$ cat config.mk
export PLATFORM = sky130hd
export DESIGN_NAME = mpil_ctrl
export DESIGN_NICKNAME = d
export VERILOG_FILES = /design/src/rtl/mpil_pkg.sv /design/src/rtl/mpil_prio.sv /design/src/rtl/mpil_glb.sv /design/src/rtl/mpil_cpu.sv /design/src/rtl/mpil_ctrl.sv
export SDC_FILE = /design/constraint.sdc
export NUM_CORES = 1
export LEC_CHECK = 0
export CAP_MARGIN = 25
export CORE_MARGIN = 10
export CORE_UTILIZATION = 43
export DETAILED_ROUTE_END_ITERATION = 10
export HOLD_SLACK_MARGIN = 0.15
export PLACE_DENSITY = 0.69
export SLEW_MARGIN = 15
export SYNTH_ARGS = -nofsm -noshare
export SYNTH_HDL_FRONTEND = slang
export SYNTH_SLANG_ARGS = --single-unit
$ cat constraint.sdc
create_clock -name clk -period 5.6 [get_ports clk]
set_input_delay 1.12 -clock clk [delete_from_list [all_inputs] [get_ports clk]]
set_output_delay 1.12 -clock clk [all_outputs]
set_load 0.03 [all_outputs]
$ cat src/rtl/mpil_pkg.sv
package mpil_pkg;

    localparam int WORD      = 32;
    localparam int LVLS      = 16;
    localparam int BLK_WORDS = 8;
    localparam int NDEV      = WORD - 1;
    localparam int SOFT_LSB  = 16;
    localparam int TMR_BIT   = 7;
    localparam int TMR_LVL   = 14;
    localparam int ERR_LVL   = 15;

    typedef enum logic [2:0] {
        CO_PEND  = 3'd0,
        CO_SSET  = 3'd1,
        CO_SCLR  = 3'd2,
        CO_LMASK = 3'd3,
        CO_LMSET = 3'd4,
        CO_LMCLR = 3'd5
    } cpu_off_e;

    typedef enum logic [2:0] {
        GO_PEND = 3'd0,
        GO_MASK = 3'd1,
        GO_MSET = 3'd2,
        GO_MCLR = 3'd3,
        GO_TGT  = 3'd4
    } glb_off_e;

    // Level that a device line at bit position i raises; 0 means none.
    function automatic logic [3:0] src_level(input int i);
        logic [3:0] l;
        case (i)
            15:      l = 4'd15;
            16:      l = 4'd4;
            17:      l = 4'd6;
            18:      l = 4'd8;
            19:      l = 4'd10;
            20:      l = 4'd13;
            21, 22:  l = 4'd12;
            23:      l = 4'd11;
            24:      l = 4'd2;
            25:      l = 4'd3;
            26:      l = 4'd5;
            27:      l = 4'd7;
            28:      l = 4'd9;
            29:      l = 4'd11;
            30:      l = 4'd13;
            default: l = 4'd0;
        endcase
        return l;
    endfunction

endpackage

$ cat src/rtl/mpil_prio.sv
module mpil_prio
    import mpil_pkg::*;
(
    input  logic [LVLS-1:0] vec,
    output logic [3:0]      lvl
);

    always_comb begin
        lvl = 4'd0;
        for (int i = 1; i < LVLS; i++) begin
            if (vec[i]) lvl = 4'(i);
        end
    end

endmodule

$ cat src/rtl/mpil_glb.sv
module mpil_glb
    import mpil_pkg::*;
#(
    parameter int CW = 1
) (
    input  logic            clk,
    input  logic            rst_n,
    input  logic            wr_mset,
    input  logic            wr_mclr,
    input  logic            wr_tgt,
    input  logic [WORD-1:0] wdata,
    input  logic [NDEV-1:0] dev_irq,
    output logic [WORD-1:0] gmask_q,
    output logic [CW-1:0]   tgt_q,
    output logic [CW-1:0]   tgt_nx,
    output logic            halt_nx,
    output logic [LVLS-1:0] lvl_any
);

    logic [WORD-1:0] gmask_nx;

    always_comb begin
        gmask_nx = gmask_q;
        if (wr_mset) gmask_nx = gmask_q | wdata;
        else if (wr_mclr) gmask_nx = gmask_q & ~wdata;
        tgt_nx = wr_tgt ? wdata[CW-1:0] : tgt_q;
    end

    assign halt_nx = gmask_nx[WORD-1];

    always_comb begin
        lvl_any = '0;
        for (int i = 0; i < NDEV; i++) begin
            if (dev_irq[i] && !gmask_nx[i] && (src_level(i) != 4'd0))
                lvl_any[src_level(i)] = 1'b1;
        end
    end

    always_ff @(posedge clk or negedge rst_n) begin
        if (!rst_n) begin
            gmask_q <= '1;
            tgt_q   <= '0;
        end else begin
            gmask_q <= gmask_nx;
            tgt_q   <= tgt_nx;
        end
    end


    gmask_set_chk: assert property (@(posedge clk) disable iff (!rst_n)
        wr_mset |=> ((gmask_q & $past(wdata)) == $past(wdata)));


    gmask_clr_chk: assert property (@(posedge clk) disable iff (!rst_n)
        wr_mclr |=> ((gmask_q & $past(wdata)) == '0));

endmodule

$ cat src/rtl/mpil_cpu.sv
module mpil_cpu
    import mpil_pkg::*;
(
    input  logic            clk,
    input  logic            rst_n,
    input  logic            wr_set,
    input  logic            wr_clr,
    input  logic            wr_lmset,
    input  logic            wr_lmclr,
    input  logic [LVLS-1:0] sw,
    input  logic            lbit,
    input  logic            tmr,
    input  logic [LVLS-1:0] glb_lvl,
    input  logic            halt,
    output logic [LVLS-1:0] soft_q,
    output logic            lmask_q,
    output logic [3:0]      pil_q
);

    logic [LVLS-1:0] soft_nx;
    logic [LVLS-1:0] vec;
    logic            lmask_nx;
    logic [3:0]      enc_lvl;

    always_comb begin
        soft_nx = soft_q;
        if (wr_set) soft_nx = soft_nx | sw;
        if (wr_clr) soft_nx = soft_nx & ~sw;
        soft_nx[0] = 1'b0;
        lmask_nx = lmask_q;
        if (wr_lmset && lbit) lmask_nx = 1'b1;
        if (wr_lmclr && lbit) lmask_nx = 1'b0;
    end

    always_comb begin
        vec = soft_nx | glb_lvl;
        if (tmr && !lmask_nx) vec[TMR_LVL] = 1'b1;
        vec[0] = 1'b0;
    end

    mpil_prio u_prio (
        .vec (vec),
        .lvl (enc_lvl)
    );

    always_ff @(posedge clk or negedge rst_n) begin
        if (!rst_n) begin
            soft_q  <= '0;
            lmask_q <= 1'b1;
            pil_q   <= 4'd0;
        end else begin
            soft_q  <= soft_nx;
            lmask_q <= lmask_nx;
            pil_q   <= halt ? 4'd0 : enc_lvl;
        end
    end


    soft_set_chk: assert property (@(posedge clk) disable iff (!rst_n)
        (wr_set && !wr_clr) |=> ((soft_q & $past(sw) & 16'hFFFE) == ($past(sw) & 16'hFFFE)));


    soft_clr_chk: assert property (@(posedge clk) disable iff (!rst_n)
        wr_clr |=> ((soft_q & $past(sw)) == '0));


    prio_top_chk: assert property (@(posedge clk) disable iff (!rst_n)
        (vec >> enc_lvl) == ((enc_lvl != 4'd0) ? 16'd1 : 16'd0));

endmodule

$ cat src/rtl/mpil_ctrl.sv
module mpil_ctrl
    import mpil_pkg::*;
#(
    parameter  int NCPU = 2,
    localparam int AW   = $clog2((NCPU + 1) * BLK_WORDS),
    localparam int CW   = (NCPU > 1) ? $clog2(NCPU) : 1
) (
    input  logic              clk,
    input  logic              rst_n,
    input  logic [NDEV-1:0]   dev_irq,
    input  logic [NCPU-1:0]   cpu_tmr,
    input  logic              bus_we,
    input  logic [AW-1:0]     bus_addr,
    input  logic [WORD-1:0]   bus_wdata,
    output logic [WORD-1:0]   bus_rdata,
    output logic [4*NCPU-1:0] pil
);

    localparam int BW = AW - 3;

    logic [BW-1:0]   blk;
    logic [2:0]      off;
    logic            g_sel;
    logic [WORD-1:0] gmask_q;
    logic [CW-1:0]   tgt_q;
    logic [CW-1:0]   tgt_nx;
    logic            halt_nx;
    logic [LVLS-1:0] lvl_any;
    logic [LVLS-1:0] sw;

    logic [LVLS-1:0] soft_a  [NCPU];
    logic            lmask_a [NCPU];
    logic [3:0]      pil_a   [NCPU];

    assign blk   = bus_addr[AW-1:3];
    assign off   = bus_addr[2:0];
    assign g_sel = (blk == BW'(NCPU));
    assign sw    = {bus_wdata[WORD-1:SOFT_LSB+1], 1'b0};

    mpil_glb #(.CW(CW)) u_glb (
        .clk     (clk),
        .rst_n   (rst_n),
        .wr_mset (bus_we && g_sel && (off == GO_MSET)),
        .wr_mclr (bus_we && g_sel && (off == GO_MCLR)),
        .wr_tgt  (bus_we && g_sel && (off == GO_TGT)),
        .wdata   (bus_wdata),
        .dev_irq (dev_irq),
        .gmask_q (gmask_q),
        .tgt_q   (tgt_q),
        .tgt_nx  (tgt_nx),
        .halt_nx (halt_nx),
        .lvl_any (lvl_any)
    );

    for (genvar c = 0; c < NCPU; c++) begin : g_cpu
        logic            c_sel;
        logic [LVLS-1:0] routed;

        assign c_sel  = bus_we && (blk == BW'(c));
        assign routed = (tgt_nx == CW'(c)) ? lvl_any : (lvl_any & (16'd1 << ERR_LVL));

        mpil_cpu u_cpu (
            .clk      (clk),
            .rst_n    (rst_n),
            .wr_set   (c_sel && (off == CO_SSET)),
            .wr_clr   (c_sel && (off == CO_SCLR)),
            .wr_lmset (c_sel && (off == CO_LMSET)),
            .wr_lmclr (c_sel && (off == CO_LMCLR)),
            .sw       (sw),
            .lbit     (bus_wdata[TMR_BIT]),
            .tmr      (cpu_tmr[c]),
            .glb_lvl  (routed),
            .halt     (halt_nx),
            .soft_q   (soft_a[c]),
            .lmask_q  (lmask_a[c]),
            .pil_q    (pil_a[c])
        );

        assign pil[4*c +: 4] = pil_a[c];


        err_lvl_chk: assert property (@(posedge clk) disable iff (!rst_n)
            (!gmask_q[WORD-1] && soft_a[c][ERR_LVL]) |-> (pil_a[c] == 4'd15));


        tmr_lvl_chk: assert property (@(posedge clk) disable iff (!rst_n)
            (!gmask_q[WORD-1] && !lmask_a[c] && $past(cpu_tmr[c])) |-> (pil_a[c] >= 4'd14));
    end

    always_comb begin
        bus_rdata = '0;
        if (g_sel) begin
            case (off)
                GO_PEND: bus_rdata = {1'b0, dev_irq};
                GO_MASK: bus_rdata = gmask_q;
                GO_TGT:  bus_rdata = WORD'(tgt_q);
                default: bus_rdata = '0;
            endcase
        end else begin
            for (int c = 0; c < NCPU; c++) begin
                if (blk == BW'(c)) begin
                    if (off == CO_PEND)
                        bus_rdata = {soft_a[c][LVLS-1:1], 1'b0, 8'd0, cpu_tmr[c], 7'd0};
                    else if (off == CO_LMASK)
                        bus_rdata = {24'd0, lmask_a[c], 7'd0};
                end
            end
        end
    end


    master_off_chk: assert property (@(posedge clk) disable iff (!rst_n)
        gmask_q[WORD-1] |-> (pil == '0));

endmodule

**After elaboration in Yosys (flattened, before gate mapping)**

Index checks and enable logic that the tools add are counted.

- Register bits after elaboration: 73
- Input bits: 73
- Output and inout port bits: 40
- Word-level logic and storage cells: 265

- $lt $le $gt $ge: 32
- Eq/ne operators: 7
- Mux-type cells: 119
- Bitwise gates (word level): 25
- Reduce and logical (&&, ||, !) cells: 73

Operator list:

| cell | number |
|---|---|
| $mux W16 | 20 |
| $or A16 B16 Y16 | 19 |
| $mux W32 | 8 |
| $mux W4 | 46 |
| $pmux W32 S3 | 1 |
| $lt A4 B5 Y1 const B | 16 |
| $demux W1 S4 | 16 |
| $ge A4 B1 Y1 const B | 16 |
| $logic_and A1 B1 Y1 | 52 |
| $and A16 B16 Y16 | 2 |
| $and A32 B32 Y32 | 1 |
| $not A32 Y32 | 1 |
| $or A32 B32 Y32 | 1 |
| $mux W15 | 2 |
| $mux W1 | 25 |
| $logic_not A1 Y1 | 18 |
| $not A16 Y16 | 1 |
| $mux W8 | 1 |
| $eq A3 B2 Y1 const B | 2 |
| $eq A3 B3 Y1 const B | 2 |
| $eq A3 B1 Y1 const B | 1 |
| $logic_not A3 Y1 | 1 |
| $eq A2 B1 Y1 const B | 1 |
| $eq A2 B2 Y1 const B | 1 |
| other kinds (2) | 2 |

**Logic depth before layout (Yosys ltp)**

Gate-level depths: netlist (run 1).

- Word-level depth: 61
- Depth in mapped cells: 11
- Mapped depth without buffers: 8

**By module**

A second synthesis (run 1) with hierarchy kept.

- Cell total of the unflattened synthesis: 507
- Area, all modules: 4737.0 µm²

By module, submodules not included:

| module | times used | cells each | area an instance (µm²) | seq. area each (µm²) |
|---|---|---|---|---|
| mpil_cpu | 2 | 76 | 872.1 | 501.7 |
| mpil_glb | 1 | 142 | 1627.8 | 865.8 |
| mpil_ctrl | 1 | 163 | 1082.3 | 0.0 |
| mpil_prio | 2 | 25 | 141.4 | 0.0 |

**Worst setup path before layout (run 1)**

OpenSTA, ideal clock, no wires.

- Kind: input -> output
- From: input port bus_addr[1]
- To: output port bus_rdata[31]
- Arrival time: 2.705 ns
- Data required time: 4.480 ns
- Path slack: 1.775 ns
- Cell stages on the path: 5
- Buffers on the path: 2
- Cell sequence: clkbuf_1 > nor3_1 > clkbuf_1 > nand2_1 > o21ai_0

- Longest elaborated chain between the ends: 7

RTL lines:

| element | line | text |
|---|---|---|
| start, declared | mpil_ctrl.sv:13 | `input logic [AW-1:0] bus_addr,` |
| $logic_not A3 Y1 | mpil_ctrl.sv:93, mpil_ctrl.sv:102 |  |
| $mux W32 | mpil_ctrl.sv:102 | `if (off == CO_PEND)` |
| $mux W32 | mpil_ctrl.sv:101 | `if (blk == BW'(c)) begin` |
| $mux W32 | mpil_ctrl.sv:104 | `else if (off == CO_LMASK)` |
| $mux W32 | mpil_ctrl.sv:102 |  |
| $mux W32 | mpil_ctrl.sv:101 |  |
| $mux W32 * | mpil_ctrl.sv:92 | `if (g_sel) begin` |
| end, declared | mpil_ctrl.sv:15 | `output logic [WORD-1:0] bus_rdata,` |

Every way passes the cells marked *; elsewhere a longest branch is shown, timed or not.

**Final worst setup path (run 1)**

- From: input port bus_addr[1]
- To: output port bus_rdata[7]

- Longest elaborated chain between the ends: 8

RTL lines:

| element | line |
|---|---|
| $eq A3 B2 Y1 | mpil_ctrl.sv:104 |
| $mux W8 | mpil_ctrl.sv:104 |
| $mux W32 | mpil_ctrl.sv:102 |
| $mux W32 | mpil_ctrl.sv:101 |
| $mux W32 | mpil_ctrl.sv:104 |
| $mux W32 | mpil_ctrl.sv:102 |
| $mux W32 | mpil_ctrl.sv:101 |
| $mux W32 * | mpil_ctrl.sv:92 |

Marks and branches as above.

==> results of run 1 <==
==> cells in the final DEF, fill, tap and decap left out, drive strengths merged, types with 4 or more instances in the layout <==
cell type and count:
a21oi 30, mux2i 17, o22ai 14, nor2b 6, a211oi 5, nand3 23
a21o 7, clkbuf 11, a311oi 5, inv 28, a22oi 45, buf 34
o211ai 4, o21ai 7, and3 5, nor2 24, a31o 8, clkdlybuf4s50 97
a31oi 44, a22o 19, dfrtp 39, dfstp 34, nand2 22
==> area by class of cell <==
class,count,share of cell area
Multi-Input combinational cell,320,0.377
Timing Repair Buffer,131,0.225
Sequential cell,73,0.318
Clock buffer,11,0.0241
Inverter,28,0.0179
Tap cell,133,0.0283
Clock inverter,5,0.00937
==> path summary, 6_finish.rpt <==
path | from | end | slack [ns] | cells past startpoint
max | bus_addr[1] | bus_rdata[7] | 0.85 | 6
min | u_glb.gmask_q[8] | u_glb.gmask_q[8] | 0.56 | 1
max reg2reg | u_glb.tgt_q | g_cpu[0].u_cpu.pil_q[1] | 3.06 | 8
min reg2reg | u_glb.gmask_q[8] | u_glb.gmask_q[8] | 0.56 | 1
max in group asynchronous | rst_n | g_cpu[0].u_cpu.pil_q[3] | 4.02 | 2
min in group asynchronous | rst_n | g_cpu[1].u_cpu.soft_q[4] | 0.99 | 2
==> critical path, stage by stage <==
cell and delay (ns):
clkdlybuf4s50_1 0.73, and2_1 0.38, a22oi_1 0.15, a2111o_1 0.45, o21ai_0 0.09, clkdlybuf4s50_1 0.71
==> cell families (layout without fill, tap and decap cells) <==
kind of cell	count (synthesis)	after routing	synth area share
buffers and inverters	66	175	0.0722
and+or+nand+nor	98	98	0.116
muxes	19	19	0.0439
DFF	73	73	0.426
AOI/OAI and AO/OA	203	203	0.342
==> routing by layer <==
metal | vias to the layer above | part of all wire | GRT usage
li1 | 1971 | - | -
met1 | 2171 | 0.41 | 0.274
met2 | 275 | 0.46 | 0.338
met3 | 31 | 0.11 | 0.0582
met4 | 0 | 0.022 | 0.0784
met5 | - | 0 | 0
==> power by group <==
part | total, mW | switching (mW) | internal, mW
combinational | 0.604 | 0.349 | 0.255
sequential | 0.727 | 0.0564 | 0.671
clock | 0.426 | 0.209 | 0.217
total | 1.76 | 0.615 | 1.14
==> per-stage QoR <==
stage / instances / instance area [µm²] / total power [mW]
finish: 701 / 5880 / 1.76
global route: 701 / 5880 / 1.84
detailed placement: 685 / 5680 / 1.33
global placement: 685 / 5680 / 1.31
floorplan: 459 / 4380 / 1.09
CTS: 701 / 5880 / 1.75
==> registers in the layout (all words and copies together) (netlist names) <==
signal,cells
u_glb.tgt_q,1
g_cpu.u_cpu.soft_q,30
g_cpu.u_cpu.lmask_q,2
g_cpu.u_cpu.pil_q,8
u_glb.gmask_q,32
==> out/qor.log, run 1 <==
[routing] Via density 6.35
[global_routing] wire length of the first global-routing pass 25,000 µm
[timing] setup violation total in the final timing report 0
[timing] final cycle utilization of the critical path 0.848
[global_routing] number of global-route vias before repair 4,524
[cells_and_area] Util after Layout 0.596
[synth] post-synthesis cell type with the largest combined area dfrtp_1
[timing] worst-case clock skew 0.0137 ns
[global_routing] remaining global-route overflow 0
[cts] Reg clk slew, reported paths 0.08 ns
[floorplan] placeable core region 0.00986 mm²
[cells_and_area] fraction of layout instances using a drive strength above 1 0.190
[synth] synthesized net count 532
[timing] post-route worst setup slack 0.854 ns
[synth] synthesized cell area 0.00438 mm²
[placement] buffers added on ports 112
[worst_setup_path] critical path endpoint category output pin
[cts] post-CTS setup buffer count 0
[synth] top cells by instance count after synthesis a31oi_1 (43), a22oi_1 (40), dfrtp_1 (39)
[worst_setup_path] maximum fanout count along the critical path 11
[routing] antenna-violating nets left 0
[worst_setup_path] critical path required time 4.48 ns
[cts] depth of the CTS H-tree 3
[worst_setup_path] arrival time of data at the critical path endpoint 3.63 ns
[global_routing] maximum number of pins on one net before global-route repair 74
[timing] worst rel slew slack 0.378
[routing] post-route DRC violation count 0
[synth] sequential-to-total area share from yosys stat 0.426
[pwr] worst vdd ir 154 µV
[routing] number of optimization iterations in the first detailed-route pass 6
[pwr] PwrDens 299 mW/mm²
[synth] most repeated cell in the gate-level netlist after synthesis a31oi_1
[run_status] outcome finished clean
[routing] detailed router's first-iteration violation count 533
[cts] later-pin clock latency in the skew report 0.36 ns
[timing] f_max 211 MHz
[synth] number of enable flip-flop cells after synthesis 0
[synth] leading register cell type out of synthesis dfrtp_1
[floorplan] die height 121 µm
[routing] via count of the routed design 4,448
[synth] Yosys warnings 0
[cells_and_area] diode count 0
[placement] worst slack at placement 0.914 ns
[cells_and_area] area occupied by registers 0.00187 mm²
[cts] clock root buffer clkbuf_8
[cts] number of buffers on the longest clock path 2
[synth] post-synthesis register bit count 73
[synth] fraction of registers with async set/reset 1.00
[timing] final hold viol count 0
[timing] count of final max-slew check failures 0
[synth] Post-Syn Instances 459
[routing] mean routed wirelength per cell 22.9 µm
[timing] setup repair after global routing missed its margin false
[flow_run] number of max-capacitance violations reported 0
[worst_setup_path] worst setup path category primary input to output pin
[timing] Fin Setup TNS 0 ns
[placement] sum of net half-perimeters after detailed placement 11,300 µm
[floorplan] number of standard-cell rows in the floorplan 36
[global_routing] overall fraction of global-route tracks in use 0.214
[cts] Hold-fix buffers, CTS 0
[floorplan] top-level I/O count 113
[worst_hold_path] Min-Delay Path Class register to register
[floorplan] die area 0.0146 mm²
[synth] Synth area leaders dfrtp_1 (22%), dfstp_2 (20%), a22oi_1 (6.8%)
[cells_and_area] number of nets in the layout 636
[synth] synth unique cells 61
[placement] placer congestion estimate 0.967
[cts] clock buffers created by TritonCTS 9
[cts] number of sinks on the clock net 73
[routing] aggregate routed wire length 16,000 µm
[global_routing] initial antenna violation count 0
[pwr] Leak Pwr 2.36 nW
[synth] mean instance size in the synthesized netlist 9.55 µm²
[synth] area share of the leading cell type in the synthesized netlist 0.223
[floorplan] die span in x 121 µm
[timing] slew of the pin with the lowest slew margin 0.934 ns
[timing] worst hold-check slack 0.564 ns
[worst_setup_path] startpoint class of the critical path primary input
[timing] minimum period implied by the final worst setup slack 4.75 ns
[cts] CTS tree built
[cts] post_cts resized 0
[cells_and_area] Fill cells 840
[floorplan] starting utilization of the core area 0.444
[cells_and_area] total area of multi-input combinational cells 0.00222 mm²
[cells_and_area] signed area change from the synthesized netlist to the final layout 34.1%
No activity file was read; power rests on OpenSTA's default activity.
==> run 2: changes to the inputs <==
Clock period 5.6 ns to 4.8 ns, I/O delays scaled along.
==> out/qor.log, run 2 (synthesized netlist as in run 1, its figures left out) <==
[worst_setup_path] delay-heaviest family, CP buffers and inverters [unchanged]
[flow_run] number of max-capacitance violations reported 0 [unchanged]
[run_status] outcome finished clean [unchanged]
[routing] mean routed wirelength per cell 22.7 µm [was 22.9 µm]
[cts] depth of the CTS H-tree 3 [unchanged]
[routing] via count of the routed design 4,382 [was 4,448]
[cts] number of sinks on the clock net 73 [unchanged]
[timing] final cycle utilization of the critical path 0.863
[cts] CTS tree built [unchanged]
[global_routing] overall fraction of global-route tracks in use 0.212 [was 0.214]
[routing] length of routed met3 wiring 1480 µm [was 1710 µm]
[floorplan] number of standard-cell rows in the floorplan 36 [unchanged]
[timing] slew of the pin with the lowest slew margin 0.880 ns [was 0.934 ns]
[placement] buffers added on ports 112 [unchanged]
[placement] placed standard-cell area 0.00564 mm² [was 0.00568 mm²]
[cts] clock root buffer clkbuf_8 [unchanged]
[cells_and_area] max FFs per register 32 [unchanged]
[routing] antenna-violating nets left 0 [unchanged]
[cells_and_area] fraction of layout instances using a drive strength above 1 0.218 [was 0.190]
[timing] count of final max-slew check failures 0 [unchanged]
[worst_setup_path] master of the slowest instance on the critical path clkdlybuf4s50_1 [unchanged]
[worst_setup_path] worst setup path category primary input to output pin [unchanged]
[floorplan] die area 0.0146 mm² [unchanged]
[placement] sum of net half-perimeters after detailed placement 11,600 µm [was 11,300 µm]
[worst_setup_path] critical path endpoint category output pin [unchanged]
[cells_and_area] number of nets in the layout 636 [unchanged]
[cts] post_cts resized 0 [unchanged]
[pwr] Leak Pwr 2.38 nW [was 2.36 nW]
[cts] Hold-fix buffers, CTS 0 [unchanged]
[cells_and_area] Finished Cell Area 0.00580 mm² [was 0.00588 mm²]
[routing] post-route DRC violation count 0 [unchanged]
[cells_and_area] top library cells by usage in the layout, fill and taps aside clkdlybuf4s50_1 (80), a31oi_1 (43), buf_4 (42) [was clkdlybuf4s50_1 (97), a31oi_1 (43), a22oi_1 (40)]
[timing] worst-case clock skew 0.00802 ns [was 0.0137 ns]
[cells_and_area] Util after Layout 0.588 [was 0.596]
[floorplan] die height 121 µm [unchanged]
[cells_and_area] Non-Filler Instances 701 [unchanged]
[routing] M1 WL 6850 µm [was 6640 µm]
[pwr] worst vdd ir 184 µV [was 154 µV]
[routing] uppermost routed layer met4 [unchanged]
[cells_and_area] diode count 0 [unchanged]
[routing] detailed router's first-iteration violation count 412 [was 533]
[worst_setup_path] largest incremental delay on the critical path 0.75 ns [was 0.73 ns]
[timing] minimum period implied by the final worst setup slack 4.14 ns
[cts] Reg clk slew, reported paths 0.07 ns [was 0.08 ns]
[global_routing] number of global-route vias before repair 4,479 [was 4,524]
[global_routing] wire length of the first global-routing pass 25,000 µm [about the same]
[cts] clock buffers created by TritonCTS 9 [unchanged]
[floorplan] top-level I/O count 113 [unchanged]
[worst_hold_path] Min-Delay Path Class register to register [unchanged]
[timing] setup repair after global routing missed its margin false [unchanged]
[timing] final hold viol count 0 [unchanged]
[worst_setup_path] critical path required time 3.84 ns [was 4.48 ns]
[timing] worst rel slew slack 0.414 [was 0.378]
[worst_setup_path] Cell Chain, Critical Path clkdlybuf4s50_1, and2_1, a22oi_1, a2111o_1, o21ai_0, buf_4 [was clkdlybuf4s50_1, and2_1, a22oi_1, a2111o_1, o21ai_0, clkdlybuf4s50_1]
[pwr] PwrDens 342 mW/mm² [was 299 mW/mm²]
[worst_setup_path] startpoint class of the critical path primary input [unchanged]
[timing] f_max 241 MHz
[cells_and_area] Fill cells 857 [was 840]
[placement] placed cell count 685 [unchanged]
[cells_and_area] leading registers by flop count u_glb.gmask_q: 32 flops, g_cpu.u_cpu.soft_q: 30 flops, g_cpu.u_cpu.pil_q: 8 flops [unchanged]
[routing] aggregate routed wire length 15,900 µm [was 16,000 µm]
[cells_and_area] Most flops, register u_glb.gmask_q [unchanged]
[cts] post-CTS setup buffer count 0 [unchanged]
[pwr] total power after layout 1.99 mW [was 1.76 mW]
[placement] placer congestion estimate 0.958 [was 0.967]
[worst_setup_path] maximum fanout count along the critical path 14 [was 11]
[routing] number of optimization iterations in the first detailed-route pass 5 [was 6]
[timing] setup violation total in the final timing report 0 [unchanged]
[cells_and_area] signed area change from the synthesized netlist to the final layout 32.2% [was 34.1%]
[cells_and_area] most common cell after layout, fill and taps aside clkdlybuf4s50_1 [unchanged]
[worst_setup_path] Crit path buffers/inverters 2 [unchanged]
[floorplan] placeable core region 0.00986 mm² [unchanged]
[global_routing] maximum number of pins on one net before global-route repair 38 [was 74]
[floorplan] starting utilization of the core area 0.444 [unchanged]
[worst_setup_path] arrival time of data at the critical path endpoint 3.18 ns [was 3.63 ns]
[floorplan] die span in x 121 µm [unchanged]
[cts] later-pin clock latency in the skew report 0.35 ns [was 0.36 ns]
[cts] number of buffers on the longest clock path 2 [unchanged]
[timing] Fin Setup TNS 0 ns [unchanged]
[global_routing] remaining global-route overflow 0 [unchanged]
[global_routing] initial antenna violation count 0 [unchanged]
[routing] Via density 6.25 [was 6.35]
[routing] total length of routed met2 wires 7250 µm [was 7360 µm]
-- run 2: cell type report --
| class | count | area (µm²) | share of cell area |
|---|---|---|---|
| clock inverters | 4 | 22.5 | 0.00389 |
| repair buffers | 131 | 1280 | 0.221 |
| multi-input cells | 320 | 2220 | 0.382 |
| flip-flops and latches | 73 | 1870 | 0.322 |
| clock buffers | 12 | 135 | 0.0233 |
| well taps | 133 | 166 | 0.0287 |
| inverters | 28 | 105 | 0.0181 |
-- run 2: final timing paths --
check	slack (ns)	cells after the start	to	from
worst max-delay path	0.66	6	bus_rdata[7]	bus_addr[1]
worst min-delay path	0.56	1	u_glb.gmask_q[8]	u_glb.gmask_q[8]
worst max register to register	2.13	8	g_cpu[1].u_cpu.pil_q[1]	u_glb.tgt_q
worst min register to register	0.56	1	u_glb.gmask_q[8]	u_glb.gmask_q[8]
max in group asynchronous	3.06	2	u_glb.gmask_q[25]	rst_n
min in group asynchronous	0.71	1	g_cpu[0].u_cpu.pil_q[1]	rst_n
-- run 2: worst reg2reg max path, delay by kind of cell, from the launching register on --
kind                   cells  cell delay, ns
AO/OA/AOI/OAI              5            1.43
flip-flops                 1            0.39
buffers and inverters      2            0.31
AND/OR/NAND/NOR            1            0.45
-- run 2: per-layer routing --
layer | track usage | up-vias
li1 | - | 1980
met2 | 0.329 | 236
met3 | 0.0638 | 24
met5 | 0 | -
met1 | 0.277 | 2142
met4 | 0.0618 | 0
-- run 2: where the power goes --
group / internal [mW] / switching (mW) / leakage (nW)
sequential: 0.783 / 0.0704 / 0.837
clock: 0.186 / 0.244 / 0.0801
combinational: 0.299 / 0.403 / 1.46
-- run 2: through the flow --
step | hold slack, ns | setup slack [ns]
after floorplan | 0.534 | 1.30
after global placement | 0.545 | 0.713
after detailed placement | 0.547 | 0.600
after CTS | 0.562 | 0.670
after global routing | 0.570 | 0.574
final | 0.562 | 0.657
==> run 3: changes to the inputs <==
Settings changed: ABC_CLOCK_PERIOD_IN_PS set to 4800.
==> results of run 3 <==
Same layout as run 2: the final DEF is identical, and so are final timing and power.
